$ cat config.mk
export PLATFORM = sky130hd
export DESIGN_NAME = ssm_port_handler
export DESIGN_NICKNAME = d
export VERILOG_FILES = /design/src/rtl/ssm_pkg.sv /design/src/rtl/ssm_ctrl.sv /design/src/rtl/ssm_datapath.sv /design/src/rtl/ssm_port_handler.sv
export SDC_FILE = /design/constraint.sdc
export NUM_CORES = 1
export LEC_CHECK = 0
export ABC_CLOCK_PERIOD_IN_PS = 3800
export BUFFER_PORTS_ARGS = -buffer_cell sky130_fd_sc_hd__buf_4
export CAP_MARGIN = 20
export CORE_UTILIZATION = 48
export CTS_CLUSTER_DIAMETER = 100
export DETAILED_ROUTE_END_ITERATION = 10
export GPL_TIMING_DRIVEN = 1
export PLACE_DENSITY = 0.85
export SYNTH_ARGS = -nofsm -noshare
export SYNTH_HDL_FRONTEND = slang
export SYNTH_SLANG_ARGS = --single-unit
$ cat constraint.sdc
create_clock -name clk -period 3.8 [get_ports clk]
set_clock_uncertainty 0.2 [all_clocks]
set_input_delay 0.19 -clock clk [delete_from_list [all_inputs] [get_ports clk]]
set_output_delay 0.19 -clock clk [all_outputs]
set_load 0.005 [all_outputs]
$ cat src/rtl/ssm_pkg.sv
package ssm_pkg;
  // Strobes passed from the control half to the datapath half.
  typedef struct packed {
    logic captureRx;  // latch the received byte
    logic emitTx;     // build and strobe a transmit byte
  } ssmStrobe_t;

  localparam logic [3:0] DNU_DEFAULT = 4'hF;
endpackage

$ cat src/rtl/ssm_ctrl.sv
module ssm_ctrl
  import ssm_pkg::*;
#(
  parameter int TIMEOUT_SEC = 5
) (
  input  logic       clk,
  input  logic       rstN,
  input  logic       secTick,
  input  logic       rxValid,
  output ssmStrobe_t strobes,
  output logic       timedOut
);
  localparam int CNT_W = $clog2(TIMEOUT_SEC + 1);
  localparam logic [CNT_W-1:0] CNT_LIMIT = CNT_W'(TIMEOUT_SEC);

  logic [CNT_W-1:0] silenceCnt;

  // Count silent seconds, saturating at the limit; a received message wins.
  always_ff @(posedge clk) begin
    if (!rstN) begin
      silenceCnt <= '0;
    end else if (rxValid) begin
      silenceCnt <= '0;
    end else if (secTick && (silenceCnt != CNT_LIMIT)) begin
      silenceCnt <= silenceCnt + 1'b1;
    end
  end

  assign timedOut          = (silenceCnt == CNT_LIMIT);
  assign strobes.captureRx = rxValid;
  assign strobes.emitTx    = secTick;
endmodule

$ cat src/rtl/ssm_datapath.sv
module ssm_datapath
  import ssm_pkg::*;
#(
  parameter int         QL_W     = 4,
  parameter int         ID_W     = 4,
  parameter logic [3:0] DNU_CODE = DNU_DEFAULT
) (
  input  logic                   clk,
  input  logic                   rstN,
  input  ssmStrobe_t             strobes,
  input  logic                   timedOut,
  input  logic [QL_W+ID_W-1:0]   rxByte,
  input  logic                   extMode,
  input  logic [QL_W-1:0]        sysQl,
  input  logic [ID_W-1:0]        localId,
  input  logic                   selected,
  output logic [QL_W-1:0]        rxQl,
  output logic [ID_W-1:0]        rxId,
  output logic                   txValid,
  output logic [QL_W+ID_W-1:0]   txByte
);
  localparam int BYTE_W = QL_W + ID_W;
  localparam logic [QL_W-1:0] DNU_Q = QL_W'(DNU_CODE);

  logic [QL_W-1:0] qlReg;
  logic [ID_W-1:0] idReg;
  logic [QL_W-1:0] txQl;
  logic [ID_W-1:0] txId;

  // Receive side: keep the last message fields.
  always_ff @(posedge clk) begin
    if (!rstN) begin
      qlReg <= DNU_Q;
      idReg <= '0;
    end else if (strobes.captureRx) begin
      qlReg <= rxByte[QL_W-1:0];
      idReg <= extMode ? rxByte[BYTE_W-1:QL_W] : '0;
    end
  end

  assign rxQl = timedOut ? DNU_Q : qlReg;
  assign rxId = idReg;

  // Transmit side: return-path do-not-use when this line is the reference.
  assign txQl = selected ? DNU_Q : sysQl;
  assign txId = extMode ? localId : '0;

  always_ff @(posedge clk) begin
    if (!rstN) begin
      txValid <= 1'b0;
      txByte  <= '0;
    end else begin
      txValid <= strobes.emitTx;
      if (strobes.emitTx) txByte <= {txId, txQl};
    end
  end
endmodule

$ cat src/rtl/ssm_port_handler.sv
module ssm_port_handler
  import ssm_pkg::*;
#(
  parameter int         TIMEOUT_SEC = 5,
  parameter logic [3:0] DNU_CODE    = DNU_DEFAULT
) (
  input  logic       clk,
  input  logic       rstN,
  input  logic       secTick,
  input  logic       rxValid,
  input  logic [7:0] rxByte,
  input  logic       extMode,
  input  logic [3:0] sysQl,
  input  logic [3:0] localId,
  input  logic       selected,
  output logic [3:0] rxQl,
  output logic [3:0] rxId,
  output logic       timedOut,
  output logic       txValid,
  output logic [7:0] txByte
);
  ssmStrobe_t strobes;

  ssm_ctrl #(.TIMEOUT_SEC(TIMEOUT_SEC)) u_ctrl (
    .clk      (clk),
    .rstN     (rstN),
    .secTick  (secTick),
    .rxValid  (rxValid),
    .strobes  (strobes),
    .timedOut (timedOut)
  );

  ssm_datapath #(.QL_W(4), .ID_W(4), .DNU_CODE(DNU_CODE)) u_dp (
    .clk      (clk),
    .rstN     (rstN),
    .strobes  (strobes),
    .timedOut (timedOut),
    .rxByte   (rxByte),
    .extMode  (extMode),
    .sysQl    (sysQl),
    .localId  (localId),
    .selected (selected),
    .rxQl     (rxQl),
    .rxId     (rxId),
    .txValid  (txValid),
    .txByte   (txByte)
  );
endmodule

==> summary.txt, run 1 <==
Pwr
  – IR Drop Worst-Case VDD: 0.275 mV
  – Total power: 505 uW
  – P_leak: 0.683 nW
  – Power density over the cells: 325 nW/um2

Final layout
  – Final instance area: 1550 um2
  – Final core occ: 0.975
  – Layout Nets: 188
  – Share of cells above drive strength 1: 0.270
  – Area growth, synth to finish: 81.3%
  – ANT cells: 0

CTS
  – Worst-path clk slew: 0.12 ns
  – Post-CTS Setup Inserts: 0
  – Clock tree root driver cell: clkbuf_4
  – CTS tree: built
  – H-tree Lvls: 1
  – CTS Buffer Depth: 2
  – CTS sink count: 20
  – Insertion delay to the later sink of the worst-skew pair: 0.31 ns
  – Inserted Clock Buffers: 3

Detailed routing
  – Final WL: 3630 um
  – # DRC: 0
  – Vias per inst: 5.59
  – Drt first pass iters: 4
  – WL per Instance: 19.4 um
  – Initial detailed-routing violation count: 39
  – DR vias: 1045
  – Antenna-violating nets left: 0

Place
  – Placer Congestion: 0.725
  – PortBufs: 39
  – HPWL Detailed: 1270 um
  – Post-Place Cell Area: 1140 um2

Logic synthesis
  – Synth Warn #: 0
  – Mean area per synthesized cell: 9.52 um2
  – Leading area contributor after synthesis: dfxtp_1
  – Post-synthesis sequential area ratio: 0.467
  – Synth cell types: 20
  – Mapped Cells: 90
  – Flops & latches, synth: 20
  – Syn Std Cell Area: 857 um2
  – Share of the synthesized area in the top cell type: 0.467
  – Synthesized net count: 114
  – Top post-synthesis cells by area: dfxtp_1 (47%), nand2b_1 (8.8%), a21boi_1 (7.9%), mux2i_1 (7.0%), nand3_1 (4.7%)

Worst setup path
  – CP Class: primary input to flip-flop
  – Most common cell on crit path: dlygate4sd3_1
  – Worst-path fanout max: 1
  – Critical path arrival: 2.20 ns
  – Crit-path slowest cell: dlygate4sd3_1
  – Delay of the slowest critical-path stage: 0.59 ns
  – Worst setup EP type: flip-flop
  – Crit path required time: 3.82 ns
  – Critical Path, Cell by Cell: dlygate4sd3_1 -> buf_4 -> nor2_1 -> dlygate4sd3_1 -> a21oi_1 -> dlygate4sd3_1
  – Critical Path Start Type: primary input

Timing
  – Fin crit period: 2.19 ns
  – Crit share post-route: 0.576
  – RSZ-0062 raised after global routing: false
  – Relative slew slack: 0.795
  – Worst-Margin Slew: 0.307 ns
  – Final hold viol count: 0
  – Endpoints failing setup: 0
  – Worst Hold Slack: 0.0363 ns
  – Max Clk Rate: 457 MHz
  – Slew Viols, Final: 0
  – Post-route setup TNS: 0 ns

Run status
  – Status: finished clean

Die
  – Ports: 40
  – Core Box Area: 1590 um2
  – Starting Density: 0.538
  – Die height: 44.3 um
  – DIE AREA: 1960 um2
  – Die width: 44.3 um
  – Row count: 14

Min path
  – Hold Crit Class: primary input to flip-flop

GRT
  – First-pass GRT wire length: 5600 um
  – Vias in the first global route: 1109
  – Global Route Usage Sum: 0.423
  – Initial antenna violation count: 0
  – Gr ovfl total: 0
  – Largest net degree at the start of global routing: 23

Run
  – Max-cap violation count: 0
==> flip-flops by register name, indices dropped and copies added, names as in the netlist <==
name,flops
u_dp.txValid,1
u_dp.txByte,8
u_dp.qlReg,4
u_ctrl.silenceCnt,3
u_dp.rxId,4
==> cell families (layout without fill, tap and decap cells) <==
logic type	after synthesis	after routing	synth area share
AO/OA/AOI/OAI	18	18	0.131
adder cells (fa/ha/maj)	2	2	0.0292
buffers and inverters	8	81	0.0540
flip-flops	20	20	0.467
multiplexers	6	6	0.0701
AND/OR/NAND/NOR	36	36	0.248
==> repair_timing <==
action	4_1_cts	5_1_grt
resized for setup	0	0
hold buffers	36	0
hold endpoints to repair	17	0
==> report_power, final <==
| group | switching, mW | leakage (nW) | internal (mW) |
|---|---|---|---|
| Clock | 0.0700 | 0.0279 | 0.107 |
| Combinational | 0.0386 | 0.491 | 0.0625 |
| Sequential | 0.00752 | 0.165 | 0.220 |
==> synthesized netlist by cell type, drive strengths merged <==
master,n
nand3b,2
buf,4
and4b,1
a21oi,5
mux2i,6
inv,2
a21boi,9
ha,2
nand2,5
clkbuf,2
nor2,4
and2,1
nand3,8
nor4b,1
nand2b,12
o21ai,4
dfxtp,20
or3b,2
==> cell usage in the layout (no fill, tap or decap) <==
master and instances:
a21boi_1 9, a21oi_1 5, and2_1 1, and4b_1 1, buf_4 39, bufinv_16 1, clkbuf_4 3, dfxtp_1 20
dlygate4sd3_1 36, ha_1 2, inv_1 2, mux2i_1 6, nand2_1 5, nand2b_1 12, nand3_1 8, nand3b_1 2
nor2_1 4, nor4b_2 1, o21ai_1 4, or3b_1 2
==> area by class of cell <==
cell class	instances	area, um2
fillers	23	40.0
flip-flops and latches	20	400
clock inverters	1	30.0
clock buffers	3	22.5
multi-input cells	62	410
repair buffers	75	653
inverters	2	7.51
well taps	24	30.0
==> stage by stage <==
| stage | instances | worst slack [ns] |
|---|---|---|
| floorplan | 90 | 2.47 |
| global placement | 147 | 2.46 |
| detailed placement | 147 | 2.41 |
| CTS | 187 | 1.74 |
| global route | 187 | 1.62 |
| finish | 187 | 1.61 |
==> final timing paths <==
path | start | end | slack (ns) | cells past startpoint
setup / recovery | sysQl[3] | u_dp.txByte[3] | 1.61 | 6
hold / removal | rstN | u_dp.txByte[5] | 0.04 | 2
setup reg to reg | u_ctrl.silenceCnt[1] | u_ctrl.silenceCnt[1] | 2.28 | 4
hold reg to reg | u_dp.txByte[5] | u_dp.txByte[5] | 0.30 | 2
==> worst max-delay path: cells and delay by family <==
kind | cells | cell delay [ns]
and+or+nand+nor | 1 | 0.08
AOI/OAI and AO/OA | 1 | 0.09
buffers and inverters | 4 | 1.84
==> routing by layer <==
layer	share of wire	vias to the layer above	global-route usage
li1	-	452	-
met1	0.36	496	0.419
met2	0.51	77	0.741
met3	0.080	20	0.143
met4	0.050	0	0.279
met5	0	-	0
Power figures use the tool's default switching activity.
==> run 2: changes to the inputs <==
Settings changed: ABC_AREA from default to 1, ABC_CLOCK_PERIOD_IN_PS 3800 to 1800, CORE_UTILIZATION 48 to 39, PLACE_DENSITY 0.85 to 0.76.
Clock period 3.8 ns to 1.8 ns, I/O delays scaled along.
==> run 2 against run 1 <==
Critical path type is now flip-flop to primary output; critical path depth unchanged; count of clock-buffer cells in the layout rose by 1; worst hold slack improved by 0.23 ns; largest cell class unchanged; sequential share of layout area rose by 0.081 points; wire length shrank 3.2%; total power rose by 91%; utilization decreased by 12 points; global-route usage shrank 10 points; final area unchanged.
==> summary.txt, run 2 <==
Detailed routing
  – Initial detailed-routing violation count: 40 (was 39)
  – Drt first pass iters: 4 (unchanged)
  – DR vias: 1077 (was 1045)
  – Antenna-violating nets left: 0 (unchanged)
  – Met3 Wirelength: 222 um (was 290 um)
  – # DRC: 0 (unchanged)
  – Vias per inst: 5.13 (was 5.59)
  – DR top layer: met4 (unchanged)
  – WL per Instance: 16.8 um (was 19.4 um)
  – Wl on met1: 1250 um (was 1320 um)
  – WL met2: 1930 um (was 1840 um)
  – Final WL: 3520 um (was 3630 um)

GRT
  – Vias in the first global route: 1048 (was 1109)
  – First-pass GRT wire length: 4690 um (was 5600 um)
  – Gr ovfl total: 0 (unchanged)
  – Global Route Usage Sum: 0.318 (was 0.423)
  – Largest net degree at the start of global routing: 16 (was 23)
  – Initial antenna violation count: 0 (unchanged)

Logic synthesis
  – Flops & latches, synth: 20 (unchanged)
  – Synth cell types: 15 (was 20)
  – Main synth FF type: dfxtp_1 (unchanged)
  – Share of the synthesized area in the top cell type: 0.503 (was 0.467)
  – Synthesized net count: 127 (was 114)
  – Most numerous cell in the Yosys netlist: nand2_1 (was dfxtp_1)
  – Mapped Cells: 103 (was 90)
  – Syn Std Cell Area: 796 um2 (was 857 um2)
  – Number of synthesized flops with an enable pin: 0 (unchanged)
  – Leading area contributor after synthesis: dfxtp_1 (unchanged)
  – Post-synthesis sequential area ratio: 0.503 (was 0.467)
  – Mean area per synthesized cell: 7.73 um2 (was 9.52 um2)
  – Synth Warn #: 0 (unchanged)
  – Top cells by count, synth: nand2_1 (28), dfxtp_1 (20), nand3_1 (14) (was dfxtp_1 (20), nand2b_1 (12), a21boi_1 (9))
  – Ys async rst share: 0 (unchanged)
  – Top post-synthesis cells by area: dfxtp_1 (50%), nand2_1 (13%), nand3_1 (8.8%), a21oi_1 (3.8%), inv_1 (3.8%) (was dfxtp_1 (47%), nand2b_1 (8.8%), a21boi_1 (7.9%), mux2i_1 (7.0%), nand3_1 (4.7%))

Worst setup path
  – Worst R2R Start: u_ctrl.silenceCnt[0] (was u_ctrl.silenceCnt[1])
  – Crit path required time: 1.51 ns (was 3.82 ns)
  – Worst-path fanout max: 5 (was 1)
  – Critical Path, Cell by Cell: inv_1 -> ha_2 -> nand2_4 -> inv_2 -> or2_2 -> buf_4 (was dlygate4sd3_1 -> buf_4 -> nor2_1 -> dlygate4sd3_1 -> a21oi_1 -> dlygate4sd3_1)
  – Terminus of the critical flop-to-flop path: u_ctrl.silenceCnt[1] (unchanged)
  – Worst setup EP type: primary output (was flip-flop)
  – Critical path buffer and inverter count: 3 (was 4)
  – Register-to-Register Setup Slack: 0.44 ns (was 2.28 ns)
  – Delay of the slowest critical-path stage: 0.37 ns (was 0.59 ns)
  – CP Class: flip-flop to primary output (was primary input to flip-flop)
  – Crit-path slowest cell: dfxtp_2 (was dlygate4sd3_1)
  – Critical path arrival: 1.48 ns (was 2.20 ns)
  – Worst Reg-to-Reg Cells: 6 (was 4)
  – Worst path top cell family by delay: flip-flops (was buffers and inverters)
  – Critical Path Start Type: flip-flop (was primary input)

Pwr
  – Clock Power Share: 0.275 (was 0.350)
  – Int Pwr: 719 uW (was 389 uW)
  – Power density over the cells: 621 nW/um2 (was 325 nW/um2)
  – Sw Share: 0.255 (was 0.230)
  – Switching power: 246 uW (was 116 uW)
  – Comb power frac: 0.227 (was 0.200)
  – P_leak: 0.738 nW (was 0.683 nW)
  – IR Drop Worst-Case VDD: 0.565 mV (was 0.275 mV)
  – Seq pwr share: 0.498 (was 0.450)

Final layout
  – Layout Nets: 210 (was 188)
  – ANT cells: 0 (unchanged)
  – Final Non-Filler Cells: 210 (was 187)
  – Max reg flops: 8 (unchanged)
  – Final instance area: 1550 um2 (unchanged)
  – Area growth, synth to finish: 95.3% (was 81.3%)
  – Most frequent cells in the layout: buf_4 (43), dlygate4sd3_1 (36), nand2_1 (28) (was buf_4 (39), dlygate4sd3_1 (36), dfxtp_1 (20))
  – Commonest non-fill, non-tap cell in the layout: buf_4 (unchanged)
  – Share of cells above drive strength 1: 0.319 (was 0.270)
  – Final core occ: 0.854 (was 0.975)
  – Most flop-heavy register: u_dp.txByte (unchanged)

CTS
  – Inserted Clock Buffers: 3 (unchanged)
  – Clock tree root driver cell: clkbuf_4 (unchanged)
  – Worst-path clk slew: 0.11 ns (was 0.12 ns)
  – CTS sink count: 20 (unchanged)
  – Insertion delay to the later sink of the worst-skew pair: 0.31 ns (about the same)
  – CTS tree: built (unchanged)
  – CTS Buffer Depth: 2 (unchanged)
  – H-tree Lvls: 1 (unchanged)

Timing
  – Post-route setup TNS: 0 ns (unchanged)
  – Worst Hold Slack: 0.265 ns (was 0.0363 ns)
  – Crit share post-route: 0.982
  – Final hold viol count: 0 (unchanged)
  – Relative slew slack: 0.809 (was 0.795)
  – Endpoints failing setup: 0 (unchanged)
  – Fin crit period: 1.77 ns
  – Slew Viols, Final: 0 (unchanged)
  – Worst-Margin Slew: 0.285 ns (was 0.307 ns)
  – Max Clk Rate: 566 MHz

Place
  – PortBufs: 39 (unchanged)
  – Post-Place Cell Area: 1100 um2 (was 1140 um2)
  – HPWL Detailed: 1440 um (was 1270 um)
  – Post-Place Cells: 165 (was 147)
  – Placer Congestion: 0.782 (was 0.725)

Die
  – Die width: 47.2 um (was 44.3 um)
  – DIE AREA: 2230 um2 (was 1960 um2)
  – Core Box Area: 1820 um2 (was 1590 um2)
  – Row count: 15 (was 14)
  – Die height: 47.2 um (was 44.3 um)
  – Ports: 40 (unchanged)
  – Starting Density: 0.437 (was 0.538)

Min path
  – Hold EP: u_dp.rxId[3] (was u_dp.txByte[5])
  – Hold Crit Class: flip-flop to flip-flop (was primary input to flip-flop)
  – HP Start: u_dp.rxId[3] (was rstN)
  – Hold Path Depth: 2 (unchanged)

Run
  – Max-cap violation count: 0 (unchanged)

Run status
  – Status: finished clean (unchanged)
run 2: cell type report:
cell class / instances / area (um2)
flip-flops and latches: 20 / 402
fillers: 99 / 267
repair buffers: 80 / 694
multi-input cells: 72 / 353
well taps: 25 / 31.3
inverters: 9 / 37.5
clock buffers: 4 / 36.3
run 2: logic make-up (layout without fill, tap and decap cells):
logic type               Yosys count  after routing  share of synthesized area
AND/OR/NAND/NOR                   60             60                      0.336
flip-flops                        20             20                      0.503
buffers and inverters             11             93                     0.0660
AO/OA/AOI/OAI                     10             10                     0.0629
adder cells (fa/ha/maj)            2              2                     0.0314
run 2: per-stage QoR:
stage          total power, mW  worst slack [ns]
5_1_grt                   1.00           -0.0100
4_1_cts                  0.925           0.00201
6_report                 0.966            0.0322
2_1_floorplan            0.539             0.510
3_5_place_dp             0.621             0.314
3_3_place_gp             0.616             0.381
run 2: per-layer routing:
| metal | up-vias | global-route usage |
|---|---|---|
| met3 | 10 | 0.0962 |
| met2 | 53 | 0.600 |
| li1 | 492 | - |
| met1 | 522 | 0.304 |
| met5 | - | 0 |
| met4 | 0 | 0.177 |
run 2: worst reg2reg max path, delay by kind of cell (launching register included):
family	cells	cell delay, ns
adder cells (fa/ha/maj)	1	0.24
buffers and inverters	1	0.14
AND/OR/NAND/NOR	4	0.31
flip-flops	1	0.41
run 2: how the worst max path moves through the flow:
stage / start / endpoint / cells past startpoint / slack (ns)
after floorplan: u_ctrl.silenceCnt[1] / rxQl[0] / 5 / 0.51
after global placement: u_ctrl.silenceCnt[1] / rxQl[1] / 6 / 0.38
after detailed placement: u_ctrl.silenceCnt[1] / rxQl[0] / 6 / 0.31
after CTS: u_ctrl.silenceCnt[1] / rxQl[0] / 6 / 0.002
after global routing: u_ctrl.silenceCnt[1] / rxQl[0] / 6 / -0.01
final: u_ctrl.silenceCnt[1] / rxQl[2] / 6 / 0.03
run 2: timing repair:
item	4_1_cts	5_1_grt
pin swaps	0	1
setup endpoints to repair	4	7
setup buffers	0	5
hold buffers	36	0
endpoints found under the hold margin	20	0
gates resized for setup	1	6
cloned	0	0
run 2: power groups by stage:
stage | clock network (mW) | registers (mW) | logic (mW)
after floorplan | 0 | 0.487 | 0.0522
after global routing | 0.289 | 0.483 | 0.231
after global placement | 0 | 0.487 | 0.129
final | 0.266 | 0.481 | 0.219
after detailed placement | 0 | 0.488 | 0.133
after CTS | 0.260 | 0.478 | 0.187
==> run 3: changes to the inputs <==
Settings changed: ABC_CLOCK_PERIOD_IN_PS 1800 to 1900, CORE_UTILIZATION 39 to 43, PLACE_DENSITY 0.76 to 0.79, RECOVER_POWER from default to 50.
Clock period 1.8 ns to 1.9 ns, I/O delays scaled along.
==> run 3 against run 2 <==
Non-clock buffer count down 2; combinational power is 12% lower; global-route usage up 4.1 points; final area down 1.7%; clock power grew 38%; register-to-register slack worse by 0.03 ns; flip-flop and latch count is the same.
==> summary.txt, run 3 (synthesis results as in run 2) <==
Timing
  – Worst Hold Slack: 0.280 ns (was 0.265 ns)
  – Worst setup margin: 0.00493 ns (was 0.0322 ns)
  – Worst-Margin Slew: 0.476 ns (was 0.285 ns)
  – Final hold viol count: 0 (unchanged)
  – Crit share post-route: 0.997
  – Max Clk Rate: 528 MHz
  – Slew Viols, Final: 0 (unchanged)
  – Relative slew slack: 0.681 (was 0.809)
  – Fin crit period: 1.90 ns
  – Endpoints failing setup: 0 (unchanged)

Worst setup path
  – Critical path buffer and inverter count: 3 (unchanged)
  – Crit path required time: 1.60 ns (was 1.51 ns)
  – Worst setup EP type: primary output (unchanged)
  – Critical Path Start Type: flip-flop (unchanged)
  – Worst-path fanout max: 5 (unchanged)
  – Critical path arrival: 1.60 ns (was 1.48 ns)
  – Critical Path, Cell by Cell: inv_1 -> ha_1 -> nand2_2 -> inv_2 -> or2_2 -> buf_4 (was inv_1 -> ha_2 -> nand2_4 -> inv_2 -> or2_2 -> buf_4)
  – CP Class: flip-flop to primary output (unchanged)
  – Delay of the slowest critical-path stage: 0.37 ns (about the same)
  – Crit-path slowest cell: dfxtp_2 (unchanged)
  – Worst path top cell family by delay: simple AND/OR/NAND/NOR gates (was flip-flops)

Detailed routing
  – Initial detailed-routing violation count: 67 (was 40)
  – # DRC: 0 (unchanged)
  – Vias per inst: 5.50 (was 5.13)
  – DR vias: 1143 (was 1077)
  – Drt first pass iters: 4 (unchanged)
  – Final WL: 3570 um (was 3520 um)
  – WL per Instance: 17.1 um (was 16.8 um)
  – Antenna-violating nets left: 0 (unchanged)

CTS
  – CTS tree: built (unchanged)
  – Worst-path clk slew: 0.13 ns (was 0.11 ns)
  – CTS Buffer Depth: 2 (unchanged)
  – Inserted Clock Buffers: 3 (unchanged)
  – Insertion delay to the later sink of the worst-skew pair: 0.32 ns (was 0.31 ns)
  – Clock tree root driver cell: clkbuf_4 (unchanged)
  – H-tree Lvls: 1 (unchanged)
  – CTS sink count: 20 (unchanged)

Pwr
  – Power density over the cells: 663 nW/um2 (was 621 nW/um2)
  – Seq pwr share: 0.449 (was 0.498)
  – IR Drop Worst-Case VDD: 0.447 mV (was 0.565 mV)
  – Clock Power Share: 0.361 (was 0.275)
  – Int Pwr: 768 uW (was 719 uW)
  – P_leak: 0.719 nW (was 0.738 nW)
  – Switching power: 245 uW (was 246 uW)
  – Sw Share: 0.242 (was 0.255)
  – Comb power frac: 0.190 (was 0.227)

Final layout
  – Most flop-heavy register: u_dp.txByte (unchanged)
  – Final Non-Filler Cells: 208 (was 210)
  – FILL cells: 75 (was 99)
  – ANT cells: 0 (unchanged)
  – Max reg flops: 8 (unchanged)
  – Final core occ: 0.885 (was 0.854)
  – Most frequent cells in the layout: dlygate4sd3_1 (36), nand2_1 (28), buf_4 (27) (was buf_4 (43), dlygate4sd3_1 (36), nand2_1 (28))
  – Share of cells above drive strength 1: 0.290 (was 0.319)
  – Commonest non-fill, non-tap cell in the layout: dlygate4sd3_1 (was buf_4)
  – Area growth, synth to finish: 92.0% (was 95.3%)
  – Layout Nets: 208 (was 210)

GRT
  – Initial antenna violation count: 0 (unchanged)
  – Global Route Usage Sum: 0.360 (was 0.318)
  – Gr ovfl total: 0 (unchanged)
  – Vias in the first global route: 1079 (was 1048)
  – First-pass GRT wire length: 4900 um (was 4690 um)
  – Largest net degree at the start of global routing: 16 (unchanged)

Die
  – Ports: 40 (unchanged)
  – Core Box Area: 1730 um2 (was 1820 um2)
  – Row count: 15 (unchanged)
  – Die width: 45.0 um (was 47.2 um)
  – Die height: 45.0 um (was 47.2 um)
  – DIE AREA: 2030 um2 (was 2230 um2)
  – Starting Density: 0.461 (was 0.437)

Place
  – Placer Congestion: 0.820 (was 0.782)
  – HPWL Detailed: 1340 um (was 1440 um)
  – Post-place setup slack: 0.395 ns (was 0.314 ns)
  – Post-Place Cells: 165 (unchanged)
  – PortBufs: 39 (unchanged)

Run status
  – Status: finished clean (unchanged)

Min path
  – Hold Crit Class: flip-flop to flip-flop (unchanged)

Run
  – Max-cap violation count: 0 (unchanged)
[run 3: cell types whose count changed in the layout (fill, tap and decap cells not counted), sizes merged]
cell	delta
inv	+1
clkbuf	+14
clkinvlp	-1
bufinv	+1
buf	-17
[run 3: routing by layer]
layer | routed length (um) | global-route usage
met3 | 228 | 0.0680
met4 | 301 | 0.303
met5 | 0 | 0
met2 | 1730 | 0.609
met1 | 1310 | 0.382
[run 3: timing repair]
item	4_1_cts	5_1_grt
endpoints found under the setup margin	0	4
endpoints found under the hold margin	20	0
hold buffers	36	0
resized for setup	0	2
buffers inserted	0	3
[run 3: through the flow]
step	power (mW)	TNS (ns)	cell area (um2)
detailed placement	0.587	0	1100
finish	1.01	0	1530
global route	1.04	-0.0900	1530
global placement	0.583	0	1100
floorplan	0.511	0	796
CTS	0.981	0	1510
[run 3: worst reg2reg max path, cell delays in order, from the launching register on]
cell and delay, ns:
dfxtp_2 0.36, inv_1 0.09, ha_1 0.20, nand2_2 0.11
buf_4 0.15, nand3_1 0.07, nand2_1 0.08, nor2_1 0.17
[run 3: final cells by class]
| class | instances | area [um2] | area share |
|---|---|---|---|
| Inverter | 9 | 33.8 | 0.0221 |
| Tap cell | 25 | 31.3 | 0.0205 |
| Clock inverter | 1 | 30.0 | 0.0197 |
| Multi-Input combinational cell | 72 | 335 | 0.219 |
| Sequential cell | 20 | 402 | 0.263 |
| Clock buffer | 3 | 22.5 | 0.0147 |
| Timing Repair Buffer | 78 | 673 | 0.441 |
[run 3: power by group through the flow]
| stage | clock, mW | sequential, mW | combinational, mW |
|---|---|---|---|
| finish | 0.366 | 0.455 | 0.192 |
| global route | 0.377 | 0.456 | 0.202 |
| CTS | 0.352 | 0.452 | 0.176 |
| detailed placement | 0 | 0.461 | 0.125 |
| global placement | 0 | 0.461 | 0.122 |
| floorplan | 0 | 0.462 | 0.0494 |
[run 3: worst paths after layout]
kind / slack (ns) / from / cells past startpoint / to
hold / removal: 0.28 / u_dp.rxId[0] / 2 / u_dp.rxId[0]
setup reg to reg: 0.41 / u_ctrl.silenceCnt[1] / 7 / u_ctrl.silenceCnt[1]
hold reg to reg: 0.28 / u_dp.rxId[0] / 2 / u_dp.rxId[0]
setup / recovery: 0.005 / u_ctrl.silenceCnt[1] / 6 / rxQl[2]
